==> src/rtl/tmr_pkg.sv <==
package tmr_pkg;

  typedef enum logic [1:0] {
    DIV1   = 2'b00,
    DIV16  = 2'b01,
    DIV256 = 2'b10,
    DIVBAD = 2'b11
  } div_code_e;

  localparam int unsigned PSC_W = 8;

  // last phase value before a tick for each ratio (ratio - 1)
  function automatic logic [PSC_W-1:0] div_last(div_code_e c);
    case (c)
      DIV16:   div_last = PSC_W'(15);
      DIV256:  div_last = PSC_W'(255);
      default: div_last = '0;
    endcase
  endfunction

  function automatic logic code_valid(logic [1:0] c);
    code_valid = (c != 2'b11);
  endfunction

endpackage

==> src/rtl/tmr_prescaler.sv <==
module tmr_prescaler
  import tmr_pkg::*;
(
  input  logic       clk,
  input  logic       rst_n,
  input  logic       run_en,
  input  logic       restart,
  input  logic [1:0] psc_code,
  output logic       tick,
  output logic       psc_err
);

  div_code_e        div_q;
  logic [PSC_W-1:0] phase_q;
  logic             at_last;

  assign psc_err = ~code_valid(psc_code);
  assign at_last = (phase_q >= div_last(div_q));
  assign tick    = run_en & ~restart & at_last;

  always_ff @(posedge clk or negedge rst_n) begin
    if (!rst_n)                   div_q <= DIV1;
    else if (code_valid(psc_code)) div_q <= div_code_e'(psc_code);
  end

  always_ff @(posedge clk or negedge rst_n) begin
    if (!rst_n)       phase_q <= '0;
    else if (restart) phase_q <= '0;
    else if (run_en)  phase_q <= at_last ? '0 : phase_q + 1'b1;
  end

  // undefined code keeps the ratio in force
  a_r3_keep_ratio: assert property (@(posedge clk) disable iff (!rst_n)
    psc_err |=> $stable(div_q));

  // phase frozen while disabled
  a_r9_phase_hold: assert property (@(posedge clk) disable iff (!rst_n)
    (!run_en && !restart) |=> $stable(phase_q));

  // load restarts the prescaler phase
  a_r4_phase_restart: assert property (@(posedge clk) disable iff (!rst_n)
    restart |=> (phase_q == '0));

endmodule

==> src/rtl/tmr_reload.sv <==
module tmr_reload #(
  parameter int unsigned CNT_W = 32
) (
  input  logic             clk,
  input  logic             rst_n,
  input  logic             load_we,
  input  logic [CNT_W-1:0] load_data,
  input  logic             bg_we,
  input  logic [CNT_W-1:0] bg_data,
  input  logic             tc_evt,
  output logic [CNT_W-1:0] reload_q
);

  logic [CNT_W-1:0] pend_val_q;
  logic             pend_q;
  logic             apply_pend;

  assign apply_pend = tc_evt & pend_q & ~load_we;

  always_ff @(posedge clk or negedge rst_n) begin
    if (!rst_n)          reload_q <= '1;
    else if (load_we)    reload_q <= load_data;
    else if (apply_pend) reload_q <= pend_val_q;
  end

  always_ff @(posedge clk or negedge rst_n) begin
    if (!rst_n) begin
      pend_q     <= 1'b0;
      pend_val_q <= '1;
    end else if (bg_we) begin
      pend_q     <= 1'b1;
      pend_val_q <= bg_data;
    end else if (tc_evt) begin
      pend_q     <= 1'b0;
    end
  end

  // pending value becomes active at terminal count
  a_r8_bg_apply: assert property (@(posedge clk) disable iff (!rst_n)
    (tc_evt && pend_q && !load_we) |=> (reload_q == $past(pend_val_q)));

  // without load or terminal count, active reload is untouched
  a_r8_bg_defer: assert property (@(posedge clk) disable iff (!rst_n)
    (!tc_evt && !load_we) |=> $stable(reload_q));

  // load replaces reload immediately
  a_r4_reload_load: assert property (@(posedge clk) disable iff (!rst_n)
    load_we |=> (reload_q == $past(load_data)));

endmodule

==> src/rtl/tmr_counter.sv <==
module tmr_counter #(
  parameter int unsigned CNT_W = 32
) (
  input  logic             clk,
  input  logic             rst_n,
  input  logic             load_we,
  input  logic [CNT_W-1:0] load_data,
  input  logic             tick,
  input  logic             one_shot,
  input  logic [CNT_W-1:0] reload_q,
  output logic [CNT_W-1:0] count_q,
  output logic             tc_evt,
  output logic             tc_pulse
);

  localparam logic [CNT_W-1:0] ONE = {{(CNT_W-1){1'b0}}, 1'b1};

  logic at_zero;
  logic at_one;

  assign at_zero = (count_q == '0);
  assign at_one  = (count_q == ONE);
  assign tc_evt  = tick & at_one & ~load_we;

  always_ff @(posedge clk or negedge rst_n) begin
    if (!rst_n)       count_q <= '1;
    else if (load_we) count_q <= load_data;
    else if (tick) begin
      if (!at_zero)      count_q <= count_q - 1'b1;
      else if (!one_shot) count_q <= reload_q;
    end
  end

  always_ff @(posedge clk or negedge rst_n) begin
    if (!rst_n) tc_pulse <= 1'b0;
    else        tc_pulse <= tc_evt;
  end

  // the pulse coincides with a zero count
  a_r5_tc_at_zero: assert property (@(posedge clk) disable iff (!rst_n)
    tc_pulse |-> (count_q == '0));

  // one-shot parks at zero
  a_r7_hold_zero: assert property (@(posedge clk) disable iff (!rst_n)
    (at_zero && one_shot && !load_we) |=> (count_q == '0));

  // periodic wrap takes the active reload
  a_r6_wrap: assert property (@(posedge clk) disable iff (!rst_n)
    (tick && at_zero && !one_shot && !load_we) |=> (count_q == $past(reload_q)));

  // no tick, no load means no change
  a_r9_count_hold: assert property (@(posedge clk) disable iff (!rst_n)
    (!tick && !load_we) |=> $stable(count_q));

  // load sets the count
  a_r4_count_load: assert property (@(posedge clk) disable iff (!rst_n)
    load_we |=> (count_q == $past(load_data)));

endmodule

==> src/rtl/tmr_channel.sv <==
module tmr_channel #(
  parameter int unsigned CNT_W = 32
) (
  input  logic             clk,
  input  logic             rst_n,
  input  logic             run_en,
  input  logic             one_shot,
  input  logic [1:0]       psc_code,
  input  logic             load_we,
  input  logic [CNT_W-1:0] load_data,
  input  logic             bg_we,
  input  logic [CNT_W-1:0] bg_data,
  output logic [CNT_W-1:0] count,
  output logic [CNT_W-1:0] reload_val,
  output logic             tc_pulse,
  output logic             psc_err
);

  logic tick;
  logic tc_evt;

  tmr_prescaler u_psc (
    .clk      (clk),
    .rst_n    (rst_n),
    .run_en   (run_en),
    .restart  (load_we),
    .psc_code (psc_code),
    .tick     (tick),
    .psc_err  (psc_err)
  );

  tmr_reload #(.CNT_W(CNT_W)) u_rld (
    .clk       (clk),
    .rst_n     (rst_n),
    .load_we   (load_we),
    .load_data (load_data),
    .bg_we     (bg_we),
    .bg_data   (bg_data),
    .tc_evt    (tc_evt),
    .reload_q  (reload_val)
  );

  tmr_counter #(.CNT_W(CNT_W)) u_cnt (
    .clk       (clk),
    .rst_n     (rst_n),
    .load_we   (load_we),
    .load_data (load_data),
    .tick      (tick),
    .one_shot  (one_shot),
    .reload_q  (reload_val),
    .count_q   (count),
    .tc_evt    (tc_evt),
    .tc_pulse  (tc_pulse)
  );

  // terminal pulse never lasts two cycles without a reload of 0 or load
  a_r5_single_pulse: assert property (@(posedge clk) disable iff (!rst_n)
    (tc_pulse && !load_we) |=> !tc_pulse);

endmodule

==> config.mk <==
export PLATFORM = sky130hd
export DESIGN_NAME = tmr_channel
export DESIGN_NICKNAME = d
export VERILOG_FILES = /design/src/rtl/tmr_pkg.sv /design/src/rtl/tmr_prescaler.sv /design/src/rtl/tmr_reload.sv /design/src/rtl/tmr_counter.sv /design/src/rtl/tmr_channel.sv
export SDC_FILE = /design/constraint.sdc
export NUM_CORES = 1
export LEC_CHECK = 0
export ABC_AREA = 0
export BUFFER_PORTS_ARGS = -buffer_cell sky130_fd_sc_hd__clkbuf_2
export CAP_MARGIN = 20
export CORE_UTILIZATION = 45
export CTS_BUF_LIST = sky130_fd_sc_hd__clkbuf_16
export CTS_CLUSTER_SIZE = 40
export DETAILED_ROUTE_END_ITERATION = 8
export PLACE_DENSITY = 0.69
export SYNTH_ARGS = -nofsm -noshare
export SYNTH_HDL_FRONTEND = slang
export SYNTH_SLANG_ARGS = --single-unit
export TNS_END_PERCENT = 10
==> constraint.sdc <==
create_clock -name clk -period 3.2 [get_ports clk]
set_input_delay 0.32 -clock clk [delete_from_list [all_inputs] [get_ports clk]]
set_output_delay 0.32 -clock clk [all_outputs]
set_load 0.02 [all_outputs]
==> results.md, run 1 <==
- Total gr overflow: 0
- Tmin final: 2.91 ns
- HP Class: primary input to async pin
- Cell taking the most area after synthesis: dfstp_2
- Setup ws final: 0.289 ns
- Total core area: 0.0128 mm²
- Clock tree buffer depth: 2
- Die area: 0.0137 mm²
- Initial DRC count: 281
- Clk slew on worst S/H paths: 0.07 ns
- Fmax: 0.344 GHz
- WL per Instance: 18.1 µm
- CP Capture Type: register
- DR pass1 iterations: 5
- Latest clock arrival within the worst-skew pair: 0.36 ns
- Sum Neg Setup Slack: 0 ns
- Layout Skew: 0.0100 ns
- Leak: 2.91 nW
- Final std cells w/o fill: 869
- Die Y: 117 µm
- Synth Area in Compound Gates: 0.168
- IO Count: 138
- Main combinational cell family by area after synthesis: compound AO/OA/AOI/OAI gates
- Crit path DAT: 3.17 ns
- Final WL: 15,700 µm
- Vias: 5,009
- Post-Place Worst Slack: 0.114 ns
- Worst-Margin Slew: 0.932 ns
- EDFF count, synth: 0
- Endpoints failing hold: 0
- CP required: 3.46 ns
- Clock Tree Root: clkbuf_16
- Initial Util: 0.467
- Vias in the first global route: 4,920
- Status: finished, final reports clean
- Fillers: 1,169
- All-Layer GR Usage: 0.238
- Post-synthesis register bit count: 108
- Cells after Synth: 567
- I/O Buffers: 137
- Routability cong.: 0.877
- Tcrit/Tclk final: 0.910
- Post-Synth Simple-Gate Area: 0.142
- CTS Sinks: 108
- Via/cell ratio: 5.76
- Critical path's top delay family: simple AND/OR/NAND/NOR gates
- Async set-reset flop share out of synthesis: 1.00
- Syn. warnings: 0
- Placed Cells: 854
- Initial antenna violation count: 0
- Avg Inst Size Synth: 10.5 µm²
- Post-synth top flop: dfstp_2
- First-pass GRT wire length: 25,000 µm
- Layout cell share with drive strength beyond 1: 0.439
- Post-synthesis adder-cell area fraction: 0.0210
- Max_cap viols: 0
- Nets: 775
- Post-synth top area share: 0.422
- Critical Path Source Type: register
- DRC Markers: 0
- Syn Nets: 649
- Final Slew Violations: 0
- Critical path buffers and inverters: 0
- Die width: 117 µm
- Maximum vdd drop: 0.249 mV
- Crit path cell chain: or4_1, nor4_4, and3_1, and4_4, mux2i_1, o21ai_1
- H-tree level count: 3
- Ranking of synthesized cells by area: dfstp_2, mux2i_1, mux2_2, dfrtp_1, a21oi_1
- Final setup vio count: 0
- Number of CTS-inserted buffers: 9
- Cell Area, Synth: 0.00597 mm²
- Routed Antenna Nets: 0
- Setup CP Type: register to register
- CP max FO: 32
- XOR/XNOR Fraction of Synth Area: 0.0293
- Largest net degree at the start of global routing: 109
- Antenna Cells: 0
- Post-synthesis mux area share: 0.122
- Detailed Place HPWL: 11,200 µm
- P per Cell Area: 485 mW/mm²
- RSZ-0062 raised after global routing: no
- Synth unique cells: 63
- Area growth from synthesis to layout: 18.3%
- Register area share after synthesis: 0.473
- Critical-path top delay cell: or4_1
- CP peak stage delay: 0.69 ns
- CTS tree: done
- Hold buffers post-CTS: 0
- Number of core rows: 41
- Max-Slew Margin vs Limit: 0.379
## worst paths after layout
kind | start | end | slack, ns | cells after the start
max | u_cnt.count_q[25]$_DFFE_PN1P_ | u_rld.reload_q[2]$_DFFE_PN1P_ | 0.29 | 6
min | rst_n | u_psc.phase_q[7]$_DFFE_PN0P_ | 0.05 | 2
max reg2reg | u_cnt.count_q[25]$_DFFE_PN1P_ | u_rld.reload_q[2]$_DFFE_PN1P_ | 0.29 | 6
min reg2reg | u_psc.phase_q[7]$_DFFE_PN0P_ | u_psc.phase_q[7]$_DFFE_PN0P_ | 0.49 | 1
max in group asynchronous | rst_n | u_rld.pend_val_q[18]$_DFFE_PN1P_ | 2.74 | 2
min in group clk | psc_code[0] | u_psc.div_q[1]$_DFFE_PN0N_ | 0.17 | 2
## area by class of cell
cell class	instances	area (µm²)	share of cell area
multi-input cells	409	2880	0.408
flip-flops and latches	108	2820	0.400
repair buffers	151	806	0.114
clock buffers	9	225	0.0319
well taps	172	215	0.0305
clock inverters	6	58.8	0.00833
inverters	14	52.6	0.00744
## power breakdown
group,internal (mW),total [mW],switching (mW)
sequential,1.58,1.72,0.138
clock,0.597,1.10,0.502
combinational,0.249,0.603,0.354
## timing repair
item / 4_1_cts / 5_1_grt
buffers inserted: 0 / 0
endpoints found under the setup margin: 0 / 12
hold endpoints to repair: 0 / 0
resized for setup: 0 / 1
## metrics by stage
stage	util	total power, mW	hold WS, ns	area [µm²]
final	0.553	3.42	0.0540	7060
after global routing	0.553	3.57	0.108	7060
after CTS	0.553	3.44	0.0746	7060
after detailed placement	0.530	2.35	0.451	6770
after global placement	0.530	2.32	0.452	6770
after floorplan	-	2.08	0.0244	5970
## state kept, by name, indices dropped and copies added (netlist names)
register	flops
u_cnt.tc_pulse	1
u_psc.div_q	2
u_rld.reload_q	32
u_rld.pend_val_q	32
u_rld.pend_q	1
u_cnt.count_q	32
u_psc.phase_q	8
## synthesized netlist by cell type (4+ instances only)
| cell | count |
|---|---|
| nor2_1 | 26 |
| and3_1 | 4 |
| dfrtp_1 | 12 |
| nor4_1 | 10 |
| o21ai_0 | 21 |
| nand4_1 | 4 |
| or3_1 | 4 |
| mux2_2 | 32 |
| a221o_1 | 12 |
| a21oi_1 | 36 |
| or4_1 | 11 |
| inv_1 | 12 |
| and2_1 | 5 |
| a211o_1 | 8 |
| nand2_1 | 44 |
| a211oi_1 | 10 |
| nand3_1 | 13 |
| xnor2_1 | 14 |
| nor3_1 | 15 |
| o31ai_1 | 9 |
| ha_1 | 10 |
| o211ai_1 | 7 |
| mux2i_1 | 37 |
| buf_12 | 4 |
| dfstp_2 | 96 |
| clkbuf_1 | 27 |
| o21ai_1 | 26 |
| xor2_1 | 6 |
## placed cells by master, fill, tap and decap left out, drive strengths merged, types with 6 or more instances in the layout
cell type	Yosys	layout
nor4	12	12
o21ai	48	48
inv	12	13
nand3	13	13
dfrtp	12	12
a221o	13	13
a211o	8	8
xor2	6	6
a21oi	36	36
ha	10	10
mux2	32	32
or4	11	11
buf	9	15
dfstp	96	96
o31ai	9	9
nand2	44	44
mux2i	37	37
clkbuf	27	145
xnor2	14	14
a211oi	10	10
nor2	27	27
o211ai	7	7
nor3	15	15
## logic make-up (layout without fill, tap and decap cells)
group / Yosys count / after routing
AO/OA/AOI/OAI: 153 / 153
adder cells (fa/ha/maj): 10 / 10
flip-flops: 108 / 108
multiplexers: 69 / 69
AND/OR/NAND/NOR: 157 / 157
buffers and inverters: 50 / 180
XOR/XNOR: 20 / 20
## metal layers
metal / GRT usage / wire [µm] / share of wire / vias to the layer above
met5: 0 / 0 / 0 / -
met4: 0.0886 / 300 / 0.019 / 0
met3: 0.0494 / 825 / 0.052 / 24
met2: 0.390 / 7460 / 0.47 / 132
met1: 0.312 / 7160 / 0.45 / 2483
li1: - / - / - / 2370
(Power assumes the default switching activity.)
==> inputs of run 2 (changes only) <==
--- a/config.mk
+++ b/config.mk
@@ -12,7 +12,7 @@
 export CTS_BUF_LIST = sky130_fd_sc_hd__clkbuf_16
 export CTS_CLUSTER_SIZE = 40
 export DETAILED_ROUTE_END_ITERATION = 8
-export PLACE_DENSITY = 0.69
+export PLACE_DENSITY = 0.81
 export SYNTH_ARGS = -nofsm -noshare
 export SYNTH_HDL_FRONTEND = slang
 export SYNTH_SLANG_ARGS = --single-unit
==> run 2 against run 1 <==
- utilization increased by 0.36 points
- sequential power about the same
- register-to-register slack got worse by 0.18 ns
- total power increased by 4.1%
- clock power increased by 13%
- fmax decreased by 5.9%
- critical path type unchanged
- critical endpoint is now u_rld.reload_q[18]$_DFFE_PN1P_
==> results.md, run 2 (synthesized netlist as in run 1, its figures left out) <==
- Status: finished, final reports clean
- Clk slew on worst S/H paths: 0.07 ns
- Setup ws final: 0.108 ns
- Nets: 776
- DR pass1 iterations: 5
- Initial Util: 0.467
- Fillers: 1,102
- Most frequent cells in the layout: clkbuf_2, dfstp_2, nand2_1, mux2i_1, a21oi_1
- Sum Neg Setup Slack: 0 ns
- Final WL: 16,100 µm
- Worst-Margin Slew: 0.996 ns
- Routed Antenna Nets: 0
- Vias: 5,119
- Area growth from synthesis to layout: 19.0%
- Clock tree buffer depth: 2
- Critical-path top delay cell: and4_2
- Endpoints failing hold: 0
- Number of core rows: 41
- CP max FO: 16
- Detailed Place HPWL: 11,400 µm
- H-tree level count: 3
- CP required: 3.46 ns
- Met3 Wirelength: 1090 µm
- I/O Buffers: 137
- Crit path DAT: 3.35 ns
- HP Class: primary input to register
- All-Layer GR Usage: 0.238
- WL per Instance: 18.5 µm
- Initial antenna violation count: 0
- CP most frequent cell: ha_1
- Met1 WL: 7010 µm
- Post-CTS Setup Inserts: 0
- Largest net degree at the start of global routing: 84
- CTS tree: done
- Layout Skew: 0.00493 ns
- Final std cells w/o fill: 871
- Total power: 3.56 mW
- Utilization after layout: 0.556
- Vias in the first global route: 4,925
- Tcrit/Tclk final: 0.966
- Placed Cells: 852
- RSZ-0062 raised after global routing: no
- Max_cap viols: 0
- Post-place instance area: 0.00675 mm²
- Routability cong.: 0.861
- Fmax: 0.323 GHz
- DRC Markers: 0
- First-pass GRT wire length: 24,900 µm
- Via/cell ratio: 5.88
- Setup CP Type: register to register
- Number of CTS-inserted buffers: 9
- Final setup vio count: 0
- Top Metal Used: met4
- Critical Path Source Type: register
- Cts repair resizes: 0
- Latest clock arrival within the worst-skew pair: 0.36 ns
- Most common cell after layout, fill and taps aside: clkbuf_2
- WL met2: 7570 µm
- Die Y: 117 µm
- Initial DRC count: 415
- Final Slew Violations: 0
- IO Count: 138
- Total gr overflow: 0
- Die width: 117 µm
- Antenna Cells: 0
- Clock Tree Root: clkbuf_16
- CTS Sinks: 108
- Hold slack: 0.168 ns
- CP Capture Type: register
- Total core area: 0.0128 mm²
- P per Cell Area: 501 mW/mm²
- Crit path cell chain: ha_1, ha_1, a211o_1, and4_1, o21a_1, and4_2, mux2i_1, o21ai_1
- Tmin final: 3.09 ns
- Finished Cell Area: 0.00711 mm²
- Die area: 0.0137 mm²
- Layout cell share with drive strength beyond 1: 0.438
- Max-Slew Margin vs Limit: 0.336
- Largest registers: u_cnt.count_q (32), u_rld.pend_val_q (32), u_rld.reload_q (32)
- Maximum vdd drop: 0.261 mV
- CP peak stage delay: 0.83 ns
- Post-Place Worst Slack: 0.195 ns
- Leak: 2.93 nW
==> run 2: cell types whose count changed in the layout (fill, tap and decap cells not counted), sizes merged <==
cell,change
clkinv,-1
bufinv,+1
dlygate4sd3,+1
clkbuf,+1
buf,-1
and4,+1
==> run 2: where the power goes <==
group	internal (mW)	total [mW]	switching, mW
sequential	1.58	1.72	0.141
combinational	0.247	0.604	0.357
clock	0.731	1.24	0.504
==> run 2: worst max-delay path: cells and delay by family, from the launching register on <==
family	cells	cell delay, ns
fa+ha+maj	2	0.61
simple gates	2	1.04
flops	1	0.39
compound gates	3	0.66
mux	1	0.28
==> run 2: path summary, 6_finish.rpt <==
check | from | end | slack [ns] | cells past startpoint
worst max-delay path | u_psc.div_q[1]$_DFFE_PN0N_ | u_rld.reload_q[18]$_DFFE_PN1P_ | 0.11 | 8
worst min-delay path | load_data[31] | u_rld.reload_q[31]$_DFFE_PN1P_ | 0.17 | 3
worst max register to register | u_psc.div_q[1]$_DFFE_PN0N_ | u_rld.reload_q[18]$_DFFE_PN1P_ | 0.11 | 8
worst min register to register | u_psc.phase_q[7]$_DFFE_PN0P_ | u_psc.phase_q[7]$_DFFE_PN0P_ | 0.50 | 1
max in group asynchronous | rst_n | u_rld.pend_val_q[9]$_DFFE_PN1P_ | 1.81 | 3
min in group asynchronous | rst_n | u_rld.pend_q$_DFFE_PN0P_ | 0.50 | 2
==> run 2: what timing repair did <==
action,CTS,global route
hold endpoints to repair,1,0
hold buffers,1,0
endpoints found under the setup margin,0,1
==> run 2: layer usage <==
metal	vias to the layer above	track usage
met5	-	0
met4	0	0.107
met3	42	0.0520
met2	199	0.383
met1	2508	0.308
li1	2370	-
==> run 2: cell type report <==
| type | instances | area [µm²] | share of cell area |
|---|---|---|---|
| repair buffers | 151 | 796 | 0.112 |
| clock buffers | 10 | 250 | 0.0352 |
| flip-flops and latches | 108 | 2820 | 0.397 |
| multi-input cells | 410 | 2890 | 0.406 |
| inverters | 14 | 52.6 | 0.00739 |
| well taps | 172 | 215 | 0.0303 |
| clock inverters | 6 | 83.8 | 0.0118 |
